==> config.mk <==
export PLATFORM = sky130hd
export DESIGN_NAME = rcfg_dispatch
export DESIGN_NICKNAME = d
export VERILOG_FILES = /design/src/rtl/rd_pkg.sv /design/src/rtl/rd_decode.sv /design/src/rtl/rd_mc_ctrl.sv /design/src/rtl/rd_core_stage.sv /design/src/rtl/rcfg_dispatch.sv
export SDC_FILE = /design/constraint.sdc
export NUM_CORES = 1
export LEC_CHECK = 0
export ABC_AREA = 1
export ABC_CLOCK_PERIOD_IN_PS = 1500
export BUFFER_PORTS_ARGS = -buffer_cell sky130_fd_sc_hd__buf_4
export CAP_MARGIN = 20
export CORE_ASPECT_RATIO = 0.75
export CORE_UTILIZATION = 43
export CTS_BUF_LIST = sky130_fd_sc_hd__clkbuf_8
export DETAILED_ROUTE_END_ITERATION = 12
export PLACE_DENSITY_LB_ADDON = 0.15
export SLEW_MARGIN = 10
export SYNTH_ARGS = -nofsm -noshare
export SYNTH_HDL_FRONTEND = slang
export SYNTH_SLANG_ARGS = --single-unit
==> constraint.sdc <==
create_clock -name clk -period 1.5 [get_ports clk]
set_clock_uncertainty 0.2 [all_clocks]
set_input_delay 0.3 -clock clk [delete_from_list [all_inputs] [get_ports clk]]
set_output_delay 0.3 -clock clk [all_outputs]
set_load 0.01 [all_outputs]
==> src/rtl/rd_pkg.sv <==
package rd_pkg;
   typedef enum logic [1:0] {
      PH_PSET = 2'b00,
      PH_CSET = 2'b01,
      PH_EXEC = 2'b10
   } rd_phase_e;

   typedef enum logic {
      ST_IDLE = 1'b0,
      ST_BUSY = 1'b1
   } rd_state_e;
endpackage

==> src/rtl/rd_decode.sv <==
module rd_decode #(
   parameter int INSTR_W = 32,
   parameter int OPC_W   = 6,
   parameter int ADDR_W  = 25,
   parameter logic [OPC_W-1:0] OPC_PSET = 6'h38,
   parameter logic [OPC_W-1:0] OPC_CSET = 6'h39,
   parameter logic [OPC_W-1:0] OPC_EXEC = 6'h3A
) (
   input  logic [INSTR_W-1:0] word,
   output logic               is_mc,
   output logic [1:0]         phase,
   output logic               resident,
   output logic [ADDR_W-1:0]  addr
);
   import rd_pkg::*;

   localparam int OPC_LSB = INSTR_W - OPC_W;
   localparam int RES_BIT = ADDR_W;

   if (OPC_W + 1 + ADDR_W != INSTR_W) begin : g_bad_layout
      $error("rd_decode: field widths do not fill the word");
   end
   if (OPC_PSET == OPC_CSET || OPC_PSET == OPC_EXEC || OPC_CSET == OPC_EXEC) begin : g_bad_opc
      $error("rd_decode: reconfiguration opcodes must be distinct");
   end

   logic [OPC_W-1:0] opc;
   assign opc      = word[INSTR_W-1:OPC_LSB];
   assign resident = word[RES_BIT];
   assign addr     = word[ADDR_W-1:0];

   always_comb begin
      is_mc = 1'b1;
      phase = PH_PSET;
      if (opc == OPC_PSET)      phase = PH_PSET;
      else if (opc == OPC_CSET) phase = PH_CSET;
      else if (opc == OPC_EXEC) phase = PH_EXEC;
      else                      is_mc = 1'b0;
   end

   always_comb begin
      assert_phase_code_R4: assert (!is_mc || phase != 2'b11)
         else $error("illegal phase code from decode");
   end
endmodule

==> src/rtl/rd_mc_ctrl.sv <==
module rd_mc_ctrl #(
   parameter int ADDR_W = 25
) (
   input  logic              clk,
   input  logic              rst_n,
   input  logic              take,
   input  logic [1:0]        phase_in,
   input  logic              res_in,
   input  logic [ADDR_W-1:0] addr_in,
   input  logic              done,
   output logic              req,
   output logic [1:0]        phase,
   output logic              resident,
   output logic [ADDR_W-1:0] addr,
   output logic              idle
);
   import rd_pkg::*;

   rd_state_e st;

   always_ff @(posedge clk) begin
      if (!rst_n) begin
         st       <= ST_IDLE;
         phase    <= '0;
         resident <= 1'b0;
         addr     <= '0;
      end else begin
         case (st)
            ST_IDLE: if (take) begin
               st       <= ST_BUSY;
               phase    <= phase_in;
               resident <= res_in;
               addr     <= addr_in;
            end
            ST_BUSY: if (done) st <= ST_IDLE;
            default: st <= ST_IDLE;
         endcase
      end
   end

   assign req  = (st == ST_BUSY);
   assign idle = (st == ST_IDLE);

   assert_fields_hold_R5: assert property (@(posedge clk) disable iff (!rst_n)
      req && !done |=> req && $stable(addr) && $stable(resident) && $stable(phase))
      else $error("request fields moved before done");

   assert_release_R6: assert property (@(posedge clk) disable iff (!rst_n)
      req && done |=> !req)
      else $error("request held after done");

   assert_stray_done_R8: assert property (@(posedge clk) disable iff (!rst_n)
      !req && !take |=> !req)
      else $error("request rose without an accepted word");

   assert_phase_legal_R4: assert property (@(posedge clk) disable iff (!rst_n)
      req |-> phase != 2'b11)
      else $error("illegal phase on request");
endmodule

==> src/rtl/rd_core_stage.sv <==
module rd_core_stage #(
   parameter int INSTR_W  = 32,
   parameter bit CORE_REG = 1'b0
) (
   input  logic               clk,
   input  logic               rst_n,
   input  logic               s_valid,
   input  logic [INSTR_W-1:0] s_word,
   output logic               s_ready,
   output logic               m_valid,
   output logic [INSTR_W-1:0] m_word,
   input  logic               m_ready
);
   if (CORE_REG) begin : g_reg
      logic               v_q;
      logic [INSTR_W-1:0] w_q;
      always_ff @(posedge clk) begin
         if (!rst_n) begin
            v_q <= 1'b0;
            w_q <= '0;
         end else if (s_ready) begin
            v_q <= s_valid;
            if (s_valid) w_q <= s_word;
         end
      end
      assign s_ready = !v_q || m_ready;
      assign m_valid = v_q;
      assign m_word  = w_q;

      assert_hold_word_R2: assert property (@(posedge clk) disable iff (!rst_n)
         m_valid && !m_ready |=> m_valid && $stable(m_word))
         else $error("buffered core word dropped");
   end else begin : g_pass
      logic unused_pass;
      assign unused_pass = clk ^ rst_n;
      assign s_ready = m_ready;
      assign m_valid = s_valid;
      assign m_word  = s_word;
   end
endmodule

==> src/rtl/rcfg_dispatch.sv <==
module rcfg_dispatch #(
   parameter int INSTR_W  = 32,
   parameter int OPC_W    = 6,
   parameter int ADDR_W   = 25,
   parameter logic [OPC_W-1:0] OPC_PSET = 6'h38,
   parameter logic [OPC_W-1:0] OPC_CSET = 6'h39,
   parameter logic [OPC_W-1:0] OPC_EXEC = 6'h3A,
   parameter bit CORE_REG = 1'b0
) (
   input  logic               clk,
   input  logic               rst_n,
   input  logic               in_valid,
   output logic               in_ready,
   input  logic [INSTR_W-1:0] in_word,
   output logic               core_valid,
   input  logic               core_ready,
   output logic [INSTR_W-1:0] core_word,
   output logic               mc_req,
   output logic [1:0]         mc_phase,
   output logic               mc_resident,
   output logic [ADDR_W-1:0]  mc_addr,
   input  logic               mc_done
);
   logic              dec_mc, dec_res, idle, s_valid, s_ready, take;
   logic [1:0]        dec_phase;
   logic [ADDR_W-1:0] dec_addr;

   rd_decode #(
      .INSTR_W(INSTR_W), .OPC_W(OPC_W), .ADDR_W(ADDR_W),
      .OPC_PSET(OPC_PSET), .OPC_CSET(OPC_CSET), .OPC_EXEC(OPC_EXEC)
   ) u_dec (
      .word(in_word), .is_mc(dec_mc), .phase(dec_phase),
      .resident(dec_res), .addr(dec_addr)
   );

   assign s_valid  = in_valid && idle && !dec_mc;
   assign in_ready = idle && (dec_mc || s_ready);
   assign take     = in_valid && in_ready && dec_mc;

   rd_core_stage #(.INSTR_W(INSTR_W), .CORE_REG(CORE_REG)) u_core (
      .clk(clk), .rst_n(rst_n),
      .s_valid(s_valid), .s_word(in_word), .s_ready(s_ready),
      .m_valid(core_valid), .m_word(core_word), .m_ready(core_ready)
   );

   rd_mc_ctrl #(.ADDR_W(ADDR_W)) u_mc (
      .clk(clk), .rst_n(rst_n), .take(take),
      .phase_in(dec_phase), .res_in(dec_res), .addr_in(dec_addr),
      .done(mc_done), .req(mc_req), .phase(mc_phase),
      .resident(mc_resident), .addr(mc_addr), .idle(idle)
   );

   assert_block_input_R6: assert property (@(posedge clk) disable iff (!rst_n)
      mc_req |-> !in_ready)
      else $error("input accepted during microcode request");

   if (!CORE_REG) begin : g_quiet
      assert_core_quiet_R7: assert property (@(posedge clk) disable iff (!rst_n)
         mc_req |-> !core_valid)
         else $error("core issue during microcode request");
   end
endmodule

==> results of run 1 <==
==> critical path, cell delays in order (launching register included) <==
cell,delay (ns)
dfxtp_2,0.35
nor2_4,0.12
nand2_1,0.06
inv_1,0.05
buf_4,0.11
==> placed cells by master (no fill, tap or decap) <==
master,count
dfxtp_1,28
nand3b_1,1
buf_12,2
nor2_1,53
a21oi_1,3
nor2_4,2
inv_1,37
clkbuf_8,5
nand3_1,1
nand2_2,1
buf_4,101
nand3_4,1
a21oi_2,1
dfxtp_2,1
nand2_1,59
==> power by group <==
part           switching (mW)  internal [mW]  total, mW
logic                   0.121          0.156      0.278
registers             0.00723          0.785      0.792
clock network           0.268          0.308      0.576
==> path summary, 6_finish.rpt <==
kind / startpoint / to / slack (ns) / cells after the start
max: u_mc.req / core_valid / 0.05 / 4
min: in_word[7] / u_mc.addr[7] / 0.06 / 3
max reg2reg: u_mc.req / u_mc.addr[13] / 0.16 / 7
min reg2reg: u_mc.phase[1] / u_mc.phase[1] / 0.24 / 2
==> per-layer routing <==
layer / up-vias / part of all wire (%)
met2: 55 / 45
li1: 750 / -
met3: 5 / 11
met1: 562 / 43
met5: - / 0
met4: 0 / 1.3
==> stage by stage <==
stage | power (mW) | TNS [ns] | hold slack [ns] | instance area (um^2)
3_3_place_gp | 1.080 | -0.01237 | 0.2310 | 2033
2_1_floorplan | 0.9627 | 0 | 0.2349 | 1505
5_1_grt | 1.733 | -0.02149 | 0.04835 | 2141
6_report | 1.645 | 0 | 0.05527 | 2141
4_1_cts | 1.670 | 0 | 0.04738 | 2127
3_5_place_dp | 1.083 | -0.01427 | 0.2316 | 2033
==> kinds of logic (layout without fill, tap and decap cells) <==
group	count (synthesis)	in the layout	synth area share, %
and+or+nand+nor	118	118	31.34
buffers and inverters	74	145	28.76
DFF	29	29	38.57
AOI/OAI and AO/OA	4	4	1.330
==> what timing repair did <==
item	in CTS	in global routing
pin swaps	2	2
endpoints found under the setup margin	2	2
resized for setup	2	2
buffers inserted	1	1
==> sequential cells by signal, indices dropped and copies added (netlist names) <==
register and count:
u_mc.addr 25, u_mc.req 1, u_mc.phase 2, u_mc.resident 1
==> cell type report <==
| type | count | area, um^2 |
|---|---|---|
| Tap cell | 40 | 50.05 |
| Inverter | 34 | 127.6 |
| Fill cell | 313 | 1170 |
| Multi-Input combinational cell | 122 | 503.0 |
| Timing Repair Buffer | 103 | 798.3 |
| Clock inverter | 3 | 11.26 |
| Sequential cell | 29 | 581.8 |
| Clock buffer | 5 | 68.82 |
==> metrics.md, run 1 <==
| Metric | Value |
|---|---|
| Result of the run | `completed` |
| Overall routed net length | `3.009 mm` |
| Pin count of the biggest net entering global routing | `29` |
| Maximum VDD drop | `0.5792 mV` |
| Final cycle utilization of the critical path | `96.44%` |
| Via count of the first global-routing pass | `1124` |
| GRT met1 Usage | `20.60%` |
| Warnings from Yosys | `0` |
| Ys flop type | `dfxtp_1` |
| Pins over their slew limit | `0` |
| Transition time at the pin with the least slew margin | `0.2925 ns` |
| Count of state elements after synthesis | `29` |
| Global-route layer with the greatest usage | `met2` |
| Area growth, synth to finish | `42.23%` |
| Kind of critical path | `reg -> out` |
| Die Ht | `53.24 um` |
| Top cell type's share of synthesized area | `38.57%` |
| Maximum clock path buffer count | `2` |
| Routability cong. | `0.7034` |
| Nets | `332` |
| Max Clock Freq | `0.6913 GHz` |
| Most common library cells after synthesis | `nand2_1 (60), nor2_1 (53), inv_1 (34)` |
| Final Util | `64.66%` |
| Number of H-tree levels | `2` |
| Power Dens Cells | `768.6 nW/um^2` |
| Core area | `3311 um^2` |
| Grt ovf | `0` |
| Syn_nets | `262` |
| Rows | `18` |
| Number of ports placed on the die boundary | `100` |
| Routed Antenna Nets | `0` |
| GR met2 Demand/Resource | `25.71%` |
| Number of unique standard cell types used by synthesis | `13` |
| Most common cell in the netlist | `nand2_1` |
| Clock tree from TritonCTS | `done` |
| Setup repair after global routing missed its margin | `yes` |
| Final WS setup | `0.05347 ns` |
| Number of enable-type register cells in the synthesized netlist | `0` |
| Area enclosed by the die boundary | `3744 um^2` |
| Number of max-cap violations | `0` |
| Post-layout minimum cycle time | `1.447 ns` |
| N_diodes | `0` |
| Area of the mapped netlist | `1505 um^2` |
| Cts bufs inserted | `5` |
| Via density per instance | `4.083` |
| Path type of the worst min-delay path | `in -> reg` |
| Initial drt markers | `64` |
| Count of unresolved DRC violations after routing | `0` |
| Clock-pin slew of the registers on the worst-case setup and hold paths | `0.06 ns` |
| Endpoints failing setup | `0` |
| Sequential area share after synthesis | `38.57%` |
| CP Launch Type | `register` |
| Number of standard cells in the final layout excluding fillers | `336` |
| Cell taking the most area after synthesis | `dfxtp_1` |
| Post-synthesis cell count | `225` |
| DR pass1 iterations | `4` |
| Port Buffers | `99` |
| First-pass GRT wire length | `4.802 mm` |
| Initial standard-cell utilization of the core | `45.46%` |
| Final hold vios | `0` |
| Required arrival time at the worst endpoint | `1.00 ns` |
| Crit end category | `output port` |
| Proportion of synthesized flip-flops having asynchronous set or reset | `0%` |
| Aggregate global-route resource usage | `16.75%` |
| Post-cts hold buffer count | `0` |
| DP Cell Count | `326` |
| Antenna violations before repair | `0` |
| Clock sink count | `29` |
| Vias after detailed routing | `1372` |
| Detailed Place HPWL | `2.187 mm` |
| Clock root buffer | `clkbuf_8` |
| Leakage power of the design | `1.265 nW` |
| Worst-Skew Late Latency | `0.27 ns` |
| Global routing usage on met3 | `6.667%` |
| Die Wd | `70.32 um` |
| Data arrival at the endpoint of the critical path | `0.95 ns` |
| Synthesized area per cell | `6.690 um^2` |
| Worst slack at placement | `-0.01427 ns` |
| Synth top area cells | `dfxtp_1 (39%), buf_4 (16%), nand2_1 (15%)` |
| Wire per inst | `8.955 um` |
| Fraction of layout instances using a drive strength above 1 | `38.51%` |
| Worst slew margin relative to its limit | `80.50%` |
| Largest fanout on the critical path | `4` |
No activity file was read; power rests on OpenSTA's default activity.
==> inputs of run 2 (changes only) <==
--- a/config.mk
+++ b/config.mk
@@ -11,9 +11,11 @@
 export CAP_MARGIN = 20
 export CORE_ASPECT_RATIO = 0.75
 export CORE_UTILIZATION = 43
-export CTS_BUF_LIST = sky130_fd_sc_hd__clkbuf_8
+export CTS_BUF_LIST = sky130_fd_sc_hd__clkbuf_2
 export DETAILED_ROUTE_END_ITERATION = 12
+export GPL_TIMING_DRIVEN = 0
 export PLACE_DENSITY_LB_ADDON = 0.15
+export SETUP_SLACK_MARGIN = 0.5
 export SLEW_MARGIN = 10
 export SYNTH_ARGS = -nofsm -noshare
 export SYNTH_HDL_FRONTEND = slang
==> run 2 against run 1 <==
The flow now stops in global routing (5_1_grt). Area after synthesis did not move. Synthesized cell count did not move.
==> metrics.md, run 2 <==
| Metric | Value |
|---|---|
| Number of ports placed on the die boundary | `100 (unchanged)` |
| Error Message | `[ERROR DPL-0038] Utilization greater than 100%, impossible to legalize` |
| Most common library cells after synthesis | `nand2_1 (60), nor2_1 (53), inv_1 (34)` |
| Synth top area cells | `dfxtp_1 (39%), buf_4 (16%), nand2_1 (15%)` |
| Area of the mapped netlist | `1505 um^2 (unchanged)` |
| Proportion of synthesized flip-flops having asynchronous set or reset | `0% (unchanged)` |
| Clock root buffer | `clkbuf_2` |
| Kind of the worst endpoint | `top-level output` |
| Most common cell in the netlist | `nand2_1` |
| Routability cong. | `0.6982 (-0.74%)` |
| Top cell type's share of synthesized area | `38.57% (unchanged)` |
| Pin count of the biggest net entering global routing | `11` |
| Ys flop type | `dfxtp_1` |
| Clock sink count | `29 (unchanged)` |
| Sequential area share after synthesis | `38.57% (unchanged)` |
| Maximum clock path buffer count | `2 (unchanged)` |
| Detailed Place HPWL | `2.644 mm (+21%)` |
| Count of state elements after synthesis | `29 (unchanged)` |
| Pin ending the worst setup path after global-route repair | `mc_req` |
| DP Cell Count | `363 (+11%)` |
| Die Ht | `53.24 um (unchanged)` |
| Post-synthesis cell count | `225 (unchanged)` |
| Cts bufs inserted | `5 (unchanged)` |
| Result of the run | `stopped before the end` |
| Number of H-tree levels | `2 (unchanged)` |
| Die Wd | `70.32 um (unchanged)` |
| Syn_nets | `262 (unchanged)` |
| Initial standard-cell utilization of the core | `45.46% (unchanged)` |
| Number of unique standard cell types used by synthesis | `13 (unchanged)` |
| Cell taking the most area after synthesis | `dfxtp_1` |
| Synthesized area per cell | `6.690 um^2 (unchanged)` |
| Post-place instance area | `2336 um^2 (+15%)` |
| Port Buffers | `98 (-1.0%)` |
| Last stage reached | `global routing (5_1_grt)` |
| Rows | `18 (unchanged)` |
| Number of enable-type register cells in the synthesized netlist | `0 (unchanged)` |
| Warnings from Yosys | `0 (unchanged)` |
## run 2: what timing repair did
item | 4_1_cts
gates resized for setup | 191
endpoints found under the hold margin | 11
pin swaps | 5
buffers inserted | 26
gates cloned | 4
setup endpoints to repair | 92
## run 2: kinds of logic after synthesis
logic type | Yosys count | share of synthesized area, %
AND/OR/NAND/NOR | 118 | 31.34
AO/OA/AOI/OAI | 4 | 1.330
flip-flops | 29 | 38.57
buffers and inverters | 74 | 28.76
## run 2: stage by stage
step / TNS [ns] / util, % / worst slack (ns)
CTS: -0.07353 / 97.05 / -0.06687
global placement: -0.5394 / 70.56 / -0.04743
detailed placement: -0.5774 / 70.56 / -0.04131
floorplan: 0 / - / 0.2330
==> inputs of run 3 (changes only) <==
--- a/config.mk
+++ b/config.mk
@@ -9,13 +9,10 @@
 export ABC_CLOCK_PERIOD_IN_PS = 1500
 export BUFFER_PORTS_ARGS = -buffer_cell sky130_fd_sc_hd__buf_4
 export CAP_MARGIN = 20
-export CORE_ASPECT_RATIO = 0.75
-export CORE_UTILIZATION = 43
-export CTS_BUF_LIST = sky130_fd_sc_hd__clkbuf_2
+export CORE_UTILIZATION = 30
 export DETAILED_ROUTE_END_ITERATION = 12
 export GPL_TIMING_DRIVEN = 0
 export PLACE_DENSITY_LB_ADDON = 0.15
-export SETUP_SLACK_MARGIN = 0.5
 export SLEW_MARGIN = 10
 export SYNTH_ARGS = -nofsm -noshare
 export SYNTH_HDL_FRONTEND = slang
==> run 3 against run 2 <==
The run now ends clean.
==> metrics.md, run 3 (synthesis gave the netlist of run 1 again) <==
| Metric | Value |
|---|---|
| Final Util | `51.61%` |
| Number of max-cap violations | `0` |
| Number of filler cells placed in the layout | `518` |
| Crit end category | `output port` |
| Cts bufs inserted | `5 (unchanged)` |
| Worst flop-to-flop path startpoint | `u_mc.req` |
| Clock-pin slew of the registers on the worst-case setup and hold paths | `0.06 ns` |
| Number of H-tree levels | `2 (unchanged)` |
| Via count of the first global-routing pass | `1307` |
| Wire per inst | `8.443 um` |
| Nets | `372` |
| Post-place instance area | `2325 um^2 (-0.48%)` |
| Routability cong. | `0.6387 (-8.5%)` |
| Result of the run | `completed` |
| Routed Antenna Nets | `0` |
| Number of ports placed on the die boundary | `100 (unchanged)` |
| Final hold vios | `0` |
| FF-to-FF setup slack | `0.15 ns` |
| Grt ovf | `0` |
| Kind of critical path | `reg -> out` |
| Max reg flops | `25` |
| Registers with the most flip-flops | `u_mc.addr x25, u_mc.phase x2` |
| Clock sink count | `29 (unchanged)` |
| Hold Crit Start | `in_word[21]` |
| Clock tree from TritonCTS | `done` |
| Antenna violations before repair | `0` |
| Required arrival time at the worst endpoint | `1.00 ns` |
| Most common cell after layout, fill and taps aside | `buf_4` |
| Commonest non-fill, non-tap cells in the layout | `buf_4 (135), nand2_1 (58), nor2_1 (53)` |
| Crit-path max cell delay | `0.35 ns` |
| Worst Hold Endpoint | `u_mc.addr[21]` |
| Pins over their slew limit | `0` |
| Die Ht | `72.83 um (+37%)` |
| DR pass1 iterations | `4` |
| Core area | `4786 um^2` |
| Worst slew margin relative to its limit | `86.64%` |
| Max Clock Freq | `0.7104 GHz` |
| Final WS setup | `0.09231 ns` |
| Leakage power of the design | `1.440 nW` |
| Worst R2R End | `u_mc.addr[12]` |
| Endpoints failing setup | `0` |
| Rows | `25 (+7)` |
| Detailed Place HPWL | `2.608 mm (-1.4%)` |
| Overall routed net length | `3.394 mm` |
| Setup_tns | `0 ns` |
| CP cell instances | `nor2_4 -> nand2_1 -> inv_1 -> buf_4` |
| Fin area | `2470 um^2` |
| Initial standard-cell utilization of the core | `31.45% (-14 points)` |
| Data arrival at the endpoint of the critical path | `0.91 ns` |
| Highest-delay cell along the critical path | `dfxtp_2` |
| Fraction of layout instances using a drive strength above 1 | `46.57%` |
| Path type of the worst min-delay path | `in -> reg` |
| Maximum clock path buffer count | `2 (unchanged)` |
| Worst slack at placement | `-0.07767 ns (-0.03636 ns)` |
| Post-cts hold buffer count | `0` |
| Area growth, synth to finish | `64.09%` |
| Initial drt markers | `53` |
| First-pass GRT wire length | `5.437 mm` |
| Most flops, register | `u_mc.addr` |
| Maximum VDD drop | `0.6472 mV` |
| Cell class contributing the biggest share of worst-path delay | `flip-flops` |
| Power Dens Cells | `714.6 nW/um^2` |
| N_diodes | `0` |
| Via density per instance | `3.823` |
| Vias after detailed routing | `1537` |
| Min-Delay Path Depth | `3` |
| Hold Slack | `0.05922 ns` |
| Crit path buf inv count | `2` |
| Transition time at the pin with the least slew margin | `0.2003 ns` |
| Largest fanout on the critical path | `4` |
| Pin count of the biggest net entering global routing | `11` |
| Area enclosed by the die boundary | `5304 um^2` |
| Port Buffers | `98 (unchanged)` |
| Aggregate global-route resource usage | `13.22%` |
| FF-to-FF path depth | `6` |
| Die Wd | `72.83 um (+3.6%)` |
| Worst-Skew Late Latency | `0.27 ns` |
| Post-layout minimum cycle time | `1.408 ns` |
| Final cycle utilization of the critical path | `93.85%` |
| Count of unresolved DRC violations after routing | `0` |
| CP Launch Type | `register` |
| Setup repair after global routing missed its margin | `no` |
| Clock root buffer | `clkbuf_8` |
run 3: worst min-delay path, stage by stage:
cell and delay, ns:
buf_4 0.08, nor2_1 0.03, nor2_1 0.08
run 3: final cells by class:
| class | instances | area, um^2 | area share, % |
|---|---|---|---|
| Clock buffer | 7 | 86.33 | 3.495 |
| Multi-Input combinational cell | 122 | 505.5 | 20.47 |
| Inverter | 34 | 127.6 | 5.167 |
| Timing Repair Buffer | 103 | 773.2 | 31.31 |
| Sequential cell | 29 | 581.8 | 23.56 |
| Buffer | 40 | 311.5 | 12.61 |
| Tap cell | 67 | 83.83 | 3.394 |
run 3: how the worst max path moves through the flow:
| stage | cells past startpoint | endpoint | slack (ns) | startpoint |
|---|---|---|---|---|
| after floorplan | 5 | u_mc.addr[14] | 0.16 | u_mc.req |
| after global placement | 8 | u_mc.addr[24] | -0.06 | in_word[28] |
| after detailed placement | 8 | u_mc.addr[14] | -0.08 | in_word[28] |
| after CTS | 6 | u_mc.addr[19] | 0.03 | u_mc.req |
| after global routing | 6 | u_mc.addr[11] | 0.01 | u_mc.req |
| final | 4 | core_valid | 0.09 | u_mc.req |
run 3: per-layer routing:
metal	global-route usage [%]	routed length [um]
met1	15.57	1495
met2	22.64	1566
met3	4.144	288
met4	4.575	43
met5	0	0
run 3: per-stage QoR:
stage                     power (mW)  std cells
final                          1.765        402
after global routing           1.864        402
after CTS                      1.795        400
after detailed placement       1.149        390
after global placement         1.146        390
after floorplan               0.9627        225
run 3: power breakdown:
| part | total [mW] | switching [mW] | internal [mW] |
|---|---|---|---|
| combinational | 0.346 | 0.134 | 0.212 |
| clock | 0.627 | 0.264 | 0.363 |
| sequential | 0.792 | 0.00705 | 0.785 |
| total | 1.77 | 0.405 | 1.36 |
run 3: timing repair:
item,in CTS,in global routing
setup buffers,3,2
resized for setup,1,7
pin swaps,2,2
setup endpoints to repair,2,14
==> inputs of run 4 (changes only) <==
--- a/config.mk
+++ b/config.mk
@@ -6,12 +6,13 @@
 export NUM_CORES = 1
 export LEC_CHECK = 0
 export ABC_AREA = 1
-export ABC_CLOCK_PERIOD_IN_PS = 1500
+export ABC_CLOCK_PERIOD_IN_PS = 1750
 export BUFFER_PORTS_ARGS = -buffer_cell sky130_fd_sc_hd__buf_4
 export CAP_MARGIN = 20
 export CORE_UTILIZATION = 30
 export DETAILED_ROUTE_END_ITERATION = 12
 export GPL_TIMING_DRIVEN = 0
+export MAX_ROUTING_LAYER = met4
 export PLACE_DENSITY_LB_ADDON = 0.15
 export SLEW_MARGIN = 10
 export SYNTH_ARGS = -nofsm -noshare
==> constraint.sdc (replaced) <==
create_clock -name clk -period 1.75 [get_ports clk]
set_clock_uncertainty 0.2 [all_clocks]
set_input_delay 0.35 -clock clk [delete_from_list [all_inputs] [get_ports clk]]
set_output_delay 0.35 -clock clk [all_outputs]
set_load 0.01 [all_outputs]
==> run 4 against run 3 <==
Flip-flop and latch count stayed put. Largest cell class unchanged. First-iteration DRC count fell by 3.8%. Register-to-register slack improved by 0.12 ns. Combinational power shrank 17%.
==> metrics.md, run 4 (synthesis gave the netlist of run 1 again) <==
| Metric | Value |
|---|---|
| Result of the run | `completed` |
| DR pass1 iterations | `4 (unchanged)` |
| Final cycle utilization of the critical path | `94.11%` |
| Initial drt markers | `51 (-3.8%)` |
| Final hold vios | `0 (unchanged)` |
| Cts bufs inserted | `5 (unchanged)` |
| Switching component of the power | `0.3441 mW (-15%)` |
| Core area | `4786 um^2 (unchanged)` |
| Fin area | `2411 um^2 (-2.4%)` |
| Number of max-cap violations | `0 (unchanged)` |
| Fraction of layout instances using a drive strength above 1 | `44.55% (-2.0 points)` |
| Clock-pin slew of the registers on the worst-case setup and hold paths | `0.06 ns (about the same)` |
| Routability cong. | `0.6440 (+0.83%)` |
| Pin count of the biggest net entering global routing | `11 (unchanged)` |
| Commonest non-fill, non-tap cells in the layout | `buf_4 (130), nand2_1 (60), nor2_1 (53)` |
| Via count of the first global-routing pass | `1296 (-0.84%)` |
| Wire per inst | `8.456 um (+0.16%)` |
| Die Ht | `72.83 um (unchanged)` |
| Count of unresolved DRC violations after routing | `0 (unchanged)` |
| Area enclosed by the die boundary | `5304 um^2 (unchanged)` |
| Crit end category | `output port` |
| Highest-delay cell along the critical path | `dfxtp_1` |
| Max Clock Freq | `0.6072 GHz` |
| Number of standard cells in the final layout excluding fillers | `397 (-1.2%)` |
| Antenna violations before repair | `0 (unchanged)` |
| Clock root buffer | `clkbuf_8` |
| Number of ports placed on the die boundary | `100 (unchanged)` |
| CP Launch Type | `register` |
| Most common cell after layout, fill and taps aside | `buf_4` |
| Pins over their slew limit | `0 (unchanged)` |
| Clock Power Share | `35.7% (+0.2 points)` |
| Worst R2R End | `u_mc.addr[14]` |
| FF-to-FF setup slack | `0.27 ns (+0.12 ns)` |
| Vias after detailed routing | `1512 (-1.6%)` |
| Die Wd | `72.83 um (unchanged)` |
| Crit path buf inv count | `2 (unchanged)` |
| Path type of the worst min-delay path | `in -> reg` |
| Hold Slack | `0.1093 ns (+0.05011 ns)` |
| Internal Pwr Total | `1.159 mW (-15%)` |
| Worst flop-to-flop path startpoint | `u_mc.req` |
| Leakage power of the design | `1.410 nW (-2.0%)` |
| DP Cell Count | `390 (unchanged)` |
| Worst slew margin relative to its limit | `83.61% (-3.0 points)` |
| Post-layout minimum cycle time | `1.647 ns` |
| Sw Ratio | `22.90% (-0.069 points)` |
| Setup_tns | `0 ns (unchanged)` |
| Clock tree from TritonCTS | `done` |
| Registers with the most flip-flops | `u_mc.addr x25, u_mc.phase x2` |
| Number of filler cells placed in the layout | `528 (+1.9%)` |
| Clock sink count | `29 (unchanged)` |
| CP cell instances | `nor2_2 -> nand2_1 -> inv_1 -> buf_4` |
| Initial standard-cell utilization of the core | `31.45% (unchanged)` |
| Data arrival at the endpoint of the critical path | `1.10 ns (+0.19 ns)` |
| Maximum VDD drop | `0.5525 mV (-15%)` |
| First-pass GRT wire length | `5.430 mm (-0.13%)` |
| Hold Crit Start | `in_word[21]` |
| Nets | `367 (-1.3%)` |
| Worst-Skew Late Latency | `0.27 ns (about the same)` |
| Max reg flops | `25 (unchanged)` |
| Crit path from | `u_mc.req` |
| Number of gates resized after CTS | `0 (-1)` |
| Min-Delay Path Depth | `3 (unchanged)` |
| Post-cts hold buffer count | `0 (unchanged)` |
| Required arrival time at the worst endpoint | `1.20 ns (+0.20 ns)` |
| Transition time at the pin with the least slew margin | `0.2456 ns (+0.04530 ns)` |
| Share of total power in combinational logic | `19.1% (-0.5 points)` |
| Crit-path max cell delay | `0.34 ns (about the same)` |
| Grt ovf | `0 (unchanged)` |
| Cell class contributing the biggest share of worst-path delay | `flip-flops` |
| Routed Antenna Nets | `0 (unchanged)` |
| Area growth, synth to finish | `60.18%` |
| Sequential group share of total power | `45.1% (+0.2 points)` |
| Worst Hold Endpoint | `u_mc.addr[21]` |
| Most flops, register | `u_mc.addr` |
| Power Dens Cells | `623.3 nW/um^2 (-13%)` |
| Post-place instance area | `2325 um^2 (unchanged)` |
| N_diodes | `0 (unchanged)` |
| Post-CTS setup repair buffer count | `0 (-3)` |
| Detailed Place HPWL | `2.608 mm (unchanged)` |
| Largest fanout on the critical path | `4 (unchanged)` |
| Port Buffers | `98 (unchanged)` |
| Endpoints failing setup | `0 (unchanged)` |
| Maximum clock path buffer count | `2 (unchanged)` |
| Rows | `25 (unchanged)` |
| FF-to-FF path depth | `5 (-1)` |
| Via density per instance | `3.809 (-0.39%)` |
| Number of H-tree levels | `2 (unchanged)` |
| Aggregate global-route resource usage | `13.58% (+0.36 points)` |
| Setup repair after global routing missed its margin | `no` |
| Overall routed net length | `3.357 mm (-1.1%)` |
| Kind of critical path | `reg -> out` |
==> run 4: worst max path at each step <==
stage | end | cells after the start
floorplan | in_ready | 5
global placement | in_ready | 7
detailed placement | u_mc.addr[14] | 8
CTS | core_valid | 4
global route | in_ready | 7
finish | core_valid | 4
==> run 4: final cells by class <==
class | count | area (um^2) | share of cell area, %
clock buffers | 7 | 86.33 | 3.581
flip-flops and latches | 29 | 580.6 | 24.08
inverters | 34 | 127.6 | 5.293
repair buffers | 98 | 735.7 | 30.51
multi-input cells | 122 | 491.7 | 20.39
plain buffers | 40 | 305.3 | 12.66
well taps | 67 | 83.83 | 3.477
==> run 4: worst reg2reg max path: cells and delay by family (launching register included) <==
| kind | cells | cell delay, ns |
|---|---|---|
| simple gates | 4 | 0.59 |
| buf+inv | 1 | 0.24 |
| flops | 1 | 0.34 |
==> run 4: metal layers <==
layer,GRT usage [%],share of wire (%),vias up
met1,15.66,45,628
met4,4.575,1.3,0
met3,3.867,8.1,5
li1,-,-,822
met2,22.64,46,57
met5,-,0,-
==> run 4: power groups by stage <==
stage                     sequential [mW]  clock [mW]  combinational (mW)
final                               0.678       0.537               0.288
after global routing                0.680       0.594               0.314
after global placement              0.693           0               0.290
after floorplan                     0.698           0               0.127
after detailed placement            0.693           0               0.292
after CTS                           0.678       0.562               0.292
==> run 4: metrics by stage <==
step / util (%) / power, mW / setup WS [ns]
floorplan: - / 0.8252 / 0.3258
global placement: 48.58 / 0.9826 / 0.1313
detailed placement: 48.58 / 0.9845 / 0.1223
CTS: 50.38 / 1.533 / 0.09863
global route: 50.38 / 1.588 / 0.01058
finish: 50.38 / 1.503 / 0.1031
